File: src/rtl/hb_pkg.sv
package hb_pkg;

    typedef enum logic [1:0] {
        IN_BUCK     = 2'd0,
        IN_BOOST    = 2'd1,
        IN_DUAL     = 2'd2,
        IN_DUAL_ALT = 2'd3
    } in_mode_e;

    typedef enum logic [1:0] {
        PATH_COND    = 2'd0,
        PATH_NODT    = 2'd1,
        PATH_RAW     = 2'd2,
        PATH_RAW_ALT = 2'd3
    } path_e;

    typedef enum logic [1:0] {
        DLY_IDLE  = 2'd0,
        DLY_COUNT = 2'd1,
        DLY_ON    = 2'd2
    } dly_state_e;

    localparam int GATES = 2;
    localparam int G_HI  = 0;
    localparam int G_LO  = 1;

endpackage

File: src/rtl/hb_route.sv
module hb_route
    import hb_pkg::*;
(
    input  logic     pwm_a,
    input  logic     pwm_b,
    input  in_mode_e mode,
    input  path_e    path,
    output logic     req_hi,
    output logic     req_lo,
    output logic     use_dt,
    output logic     protect
);

    logic pol_hi;
    logic pol_lo;
    logic single;

    // polarity and input selection
    always_comb begin
        pol_hi = pwm_a;
        pol_lo = pwm_b;
        single = 1'b0;
        unique case (mode)
            IN_BUCK: begin
                pol_hi = pwm_a;
                pol_lo = ~pwm_a;
                single = 1'b1;
            end
            IN_BOOST: begin
                pol_hi = ~pwm_a;
                pol_lo = pwm_a;
                single = 1'b1;
            end
            IN_DUAL, IN_DUAL_ALT: begin
                pol_hi = pwm_a;
                pol_lo = pwm_b;
                single = 1'b0;
            end
        endcase
    end

    // path selection
    always_comb begin
        req_hi  = pol_hi;
        req_lo  = pol_lo;
        use_dt  = 1'b0;
        protect = 1'b0;
        unique case (path)
            PATH_COND: begin
                use_dt  = 1'b1;
                protect = single;
            end
            PATH_NODT: begin
                use_dt = 1'b0;
            end
            PATH_RAW, PATH_RAW_ALT: begin
                req_hi = pwm_a;
                req_lo = pwm_b;
            end
        endcase
    end

endmodule

File: src/rtl/hb_turnon_delay.sv
module hb_turnon_delay
    import hb_pkg::*;
#(
    parameter int DT_W = 4
) (
    input  logic            clk,
    input  logic            rst_n,
    input  logic            req,
    input  logic [DT_W-1:0] dt,
    output logic            gate
);

    localparam logic [DT_W-1:0] CNT_ONE = DT_W'(1);

    dly_state_e      state_q, state_d;
    logic [DT_W-1:0] cnt_q, cnt_d;

    // state register
    always_ff @(posedge clk or negedge rst_n) begin
        if (!rst_n) begin
            state_q <= DLY_IDLE;
            cnt_q   <= '0;
        end else begin
            state_q <= state_d;
            cnt_q   <= cnt_d;
        end
    end

    // transitions
    always_comb begin
        state_d = state_q;
        cnt_d   = cnt_q;
        unique case (state_q)
            DLY_IDLE: begin
                cnt_d = '0;
                if (req) begin
                    if (dt == '0) begin
                        state_d = DLY_ON;
                    end else begin
                        state_d = DLY_COUNT;
                        cnt_d   = CNT_ONE;
                    end
                end
            end
            DLY_COUNT: begin
                if (!req) begin
                    state_d = DLY_IDLE;
                    cnt_d   = '0;
                end else if (cnt_q >= dt) begin
                    state_d = DLY_ON;
                    cnt_d   = '0;
                end else begin
                    cnt_d = cnt_q + CNT_ONE;
                end
            end
            DLY_ON: begin
                cnt_d = '0;
                if (!req) begin
                    state_d = DLY_IDLE;
                end
            end
            default: begin
                state_d = DLY_IDLE;
                cnt_d   = '0;
            end
        endcase
    end

    // output decode from the state register
    always_comb begin
        gate = (state_q == DLY_ON);
    end

endmodule

File: src/rtl/hb_gate_front.sv
module hb_gate_front
    import hb_pkg::*;
#(
    parameter int DT_W = 4
) (
    input  logic            clk,
    input  logic            rst_n,
    input  logic            pwm_a,
    input  logic            pwm_b,
    input  logic [1:0]      in_mode,
    input  logic [1:0]      path_sel,
    input  logic [DT_W-1:0] dt_hi,
    input  logic [DT_W-1:0] dt_lo,
    output logic            gate_hi,
    output logic            gate_lo,
    output logic            overlap_err
);

    logic             req_hi;
    logic             req_lo;
    logic             use_dt;
    logic             protect;
    logic [GATES-1:0] req_v;
    logic [GATES-1:0] gate_v;
    logic [DT_W-1:0]  dt_v [GATES];
    logic             err_q;

    hb_route route_i (
        .pwm_a   (pwm_a),
        .pwm_b   (pwm_b),
        .mode    (in_mode_e'(in_mode)),
        .path    (path_e'(path_sel)),
        .req_hi  (req_hi),
        .req_lo  (req_lo),
        .use_dt  (use_dt),
        .protect (protect)
    );

    always_comb begin
        req_v[G_HI] = req_hi;
        req_v[G_LO] = req_lo;
        dt_v[G_HI]  = use_dt ? dt_hi : '0;
        dt_v[G_LO]  = use_dt ? dt_lo : '0;
    end

    for (genvar g = 0; g < GATES; g++) begin : g_gate
        hb_turnon_delay #(.DT_W(DT_W)) dly_i (
            .clk   (clk),
            .rst_n (rst_n),
            .req   (req_v[g]),
            .dt    (dt_v[g]),
            .gate  (gate_v[g])
        );
    end

    always_ff @(posedge clk or negedge rst_n) begin
        if (!rst_n) begin
            err_q <= 1'b0;
        end else if (protect && gate_v[G_HI] && gate_v[G_LO]) begin
            err_q <= 1'b1;
        end
    end

    assign gate_hi     = gate_v[G_HI];
    assign gate_lo     = gate_v[G_LO];
    assign overlap_err = err_q;

endmodule

File: config.mk
export PLATFORM = sky130hd
export DESIGN_NAME = hb_gate_front
export DESIGN_NICKNAME = d
export VERILOG_FILES = /design/src/rtl/hb_pkg.sv /design/src/rtl/hb_route.sv /design/src/rtl/hb_turnon_delay.sv /design/src/rtl/hb_gate_front.sv
export SDC_FILE = /design/constraint.sdc
export NUM_CORES = 1
export LEC_CHECK = 0
export ABC_AREA = 1
export CAP_MARGIN = 20
export CELL_PAD_IN_SITES_DETAIL_PLACEMENT = 0
export CELL_PAD_IN_SITES_GLOBAL_PLACEMENT = 1
export CORE_MARGIN = 2
export CORE_UTILIZATION = 33
export CTS_BUF_LIST = sky130_fd_sc_hd__clkbuf_16
export CTS_CLUSTER_SIZE = 12
export DETAILED_ROUTE_END_ITERATION = 6
export GPL_ROUTABILITY_DRIVEN = 1
export PLACE_DENSITY = 0.84
export REMOVE_ABC_BUFFERS = 1
export SETUP_SLACK_MARGIN = 0.4
export SYNTH_ARGS = -nofsm -noshare
export SYNTH_HDL_FRONTEND = slang
export SYNTH_SLANG_ARGS = --single-unit
File: constraint.sdc
create_clock -name clk -period 1.3 [get_ports clk]
set_input_delay 0.26 -clock clk [delete_from_list [all_inputs] [get_ports clk]]
set_output_delay 0.26 -clock clk [all_outputs]
set_load 0.02 [all_outputs]
==> flow_metrics.env, run 1 <==
export IMPL_netlist_area_um2=978
export IMPL_period_needed_ns=1.48
export IMPL_cp_common_cell="nand2_4"
export IMPL_gp_congestion=0.730
export IMPL_worstPathMaxFanout=5
export IMPL_slew_limit_headroom_pct=83.6
export IMPL_seq_area_frac_synth_pct=33.2
export IMPL_drive_gt1_share_pct=48.1
export IMPL_crit_arrival_ns=1.64
export IMPL_drt_iter0_drc=21
export IMPL_fmax_mhz=677
export IMPL_synth_top_cell_area_share_pct=33.2
export IMPL_cts_tree="built"
export IMPL_failed_checks="setup timing"
export IMPL_areaGrowthSynthToFinish_pct=74.8
export IMPL_clk_latency_ns=0.24
export IMPL_syn_area_per_cell_um2=7.58
export IMPL_num_antenna_cells=0
export IMPL_clockRootBuffer="clkbuf_16"
export IMPL_coreArea_um2=2780
export IMPL_nNetsFinal=208
export IMPL_leakagePower_nw=0.912
export IMPL_dpl_cell_area_um2=1350
export IMPL_critPathCaptureType="flop"
export IMPL_slew_viol_final=0
export IMPL_dr_total_vias=980
export IMPL_netlist_top_cells_area="dfrtp_1, ha_1, nand2_1, inv_1, nor2_1"
export IMPL_crit_type="in -> reg"
export IMPL_hold_ws_ns=0.326
export IMPL_synthCells=129
export IMPL_setup_viol=12
export IMPL_ir_worst_vdd_mv=1.23
export IMPL_initial_core_util_pct=35.2
export IMPL_fin_skew_ns=0.00118
export IMPL_ys_ff_latch=13
export IMPL_pin_count=19
export IMPL_max_stage_delay_ns=0.24
export IMPL_powerDensity_nw_per_um2=1200
export IMPL_grt_use_total_pct=16.5
export IMPL_finalHoldViolCount=0
export IMPL_worst_hold_path_type="in -> async"
export IMPL_vias_per_cell=4.62
export IMPL_path_cells="buf_6 > nor2_4 > buf_6 > buf_12 > nand2_4 > ha_4 > nand2_4 > inv_2 > nand2_1 > nand2_1 > nor2_2 > nand2_4 > buf_4 > nor2_2"
export IMPL_htree_levels=1
export IMPL_ys_async_sr_fraction_pct=100
export IMPL_max_cap_violations=0
export IMPL_synth_edff_count=0
export IMPL_holdBufCountCts=0
export IMPL_dp_slack_ns=-0.784
export IMPL_cpMaxStageDelayCell="ha_4"
export IMPL_grt_pass1_wl_mm=4.37
export IMPL_timing_rr_start="g_gate[0].dly_i.cnt_q[1]"
export IMPL_port_buffers=18
export IMPL_ff2ff_path_depth=9
export IMPL_final_util_pct=61.5
export IMPL_drt_pass1_iter_count=7
export IMPL_overflow=0
export IMPL_ant_nets=0
export IMPL_antenna_found_initial=0
export IMPL_grt_pass1_vias=1053
export IMPL_dieArea_um2=3420
export IMPL_die_w_um=58.5
export IMPL_setup_ws_ns=-0.177
export IMPL_status="finished with violations"
export IMPL_dpl_hpwl_mm=1.87
export IMPL_r2r_setup_slack_ns=-0.09
export IMPL_synth_cell_type_count=24
export IMPL_ys_warnings_count=0
export IMPL_cts_buffers=3
export IMPL_rsz0062_at_grt="true"
export IMPL_synth_flop_cell="dfrtp_1"
export IMPL_fp_dieH_um=58.5
export IMPL_drt_total_wl_mm=2.65
export IMPL_wl_per_cell_um=12.5
export IMPL_post_route_period_util_pct=114
export IMPL_clock_sinks=13
export IMPL_rows=19
export IMPL_start_kind="input pin"
export IMPL_synth_top_area_cell="dfrtp_1"
export IMPL_crit_required_ns=1.47
export IMPL_drc_errors=0
export IMPL_fin_area_um2=1710
export IMPL_r2r_end="g_gate[0].dly_i.cnt_q[3]"
export IMPL_max_clock_path_buffers=2
export IMPL_clkTransAtPathRegs_ns=0.04
export IMPL_grt_start_max_net_pins=14
export IMPL_worst_pin_slew_ns=0.244
export IMPL_p_total_mw=2.06
cells by family after synthesis:
logic type | synth area share, %
AOI/OAI and AO/OA | 7.93
adders and majority gates | 12.8
and+or+nand+nor | 33.6
buffers and inverters | 8.82
xor gates and xnor gates | 3.58
DFF | 33.2
power by group:
group	total, mW	switching (mW)	internal (mW)	leakage, nW
logic	0.982	0.465	0.517	0.695
clock network	0.557	0.153	0.404	0.0423
registers	0.519	0.0478	0.471	0.175
total	2.06	0.666	1.39	0.912
per-stage QoR:
step / TNS [ns] / std cells
after CTS: -1.28 / 210
after floorplan: -4.27 / 128
after detailed placement: -9.09 / 199
final: -1.19 / 212
after global placement: -8.27 / 199
after global routing: -2.18 / 212
layout make-up:
type | count | area (µm²)
fillers | 225 | 1070
repair buffers | 49 | 437
clock inverters | 1 | 3.75
flip-flops and latches | 13 | 325
inverters | 20 | 80.1
well taps | 31 | 38.8
multi-input cells | 95 | 751
clock buffers | 3 | 75.1
sequential cells by signal (all words and copies together), names as in the netlist:
signal / cells
g_gate.dly_i.cnt_q: 8
overlap_err: 1
g_gate.dly_i.state_q: 4
how the worst max path moves through the flow:
stage                            from                    endpoint  depth (start not counted)
after floorplan           path_sel[1]  g_gate[0].dly_i.state_q[1]                         11
after global placement    path_sel[1]  g_gate[0].dly_i.state_q[1]                         13
after detailed placement  path_sel[1]    g_gate[1].dly_i.cnt_q[2]                         15
after CTS                 path_sel[0]    g_gate[1].dly_i.cnt_q[2]                         15
after global routing      path_sel[1]    g_gate[0].dly_i.cnt_q[3]                         14
final                     path_sel[1]    g_gate[0].dly_i.cnt_q[3]                         14
placed cells by master (no fill, tap or decap), types with 2 or more instances in the layout:
master	count
ha_2	2
xor2_1	2
nand2_1	25
nor2_2	7
inv_4	2
ha_1	3
clkdlybuf4s50_1	5
nand3_2	2
o21ai_2	3
dlygate4sd2_1	8
inv_1	14
nand2_4	6
clkbuf_16	3
nor2_1	7
nand2_2	6
ha_4	5
o21ai_1	2
inv_2	5
dfrtp_1	13
nor2_4	5
nand3_1	8
xnor2_1	2
buf_4	26
buf_6	9
per-layer routing:
layer | share of wire (%) | vias up | track usage, %
met1 | 44 | 443 | 19.9
met3 | 3.5 | 2 | 1.76
met2 | 52 | 21 | 31.0
li1 | - | 514 | -
met4 | 0.72 | 0 | 3.99
met5 | 0 | - | 0
synthesized netlist by cell type (2+ instances only):
master,n
inv_1,19
ha_1,10
nand2_1,32
nand2_2,4
o21ai_1,2
o21ai_2,3
dfrtp_1,13
xnor2_1,2
o21bai_1,2
nand3_1,10
xor2_1,2
nor2_1,18
critical path, delay by kind of cell:
| kind | cells | cell delay (ns) |
|---|---|---|
| buffers and inverters | 5 | 0.53 |
| and+or+nand+nor | 8 | 0.62 |
| adders and majority gates | 1 | 0.24 |
repair_timing:
| item | 4_1_cts | 5_1_grt |
|---|---|---|
| pin swaps | 23 | 20 |
| gates resized for setup | 73 | 16 |
| setup buffers | 6 | 2 |
| gates cloned | 1 | 0 |
| setup endpoints to repair | 16 | 16 |
Note: power is estimated with default switching activity, not from simulation.
==> inputs of run 2 (changes only) <==
Settings changed: SLEW_MARGIN set to 20.
==> results of run 2 <==
No change in the layout: final DEF, timing and power equal those of run 1.
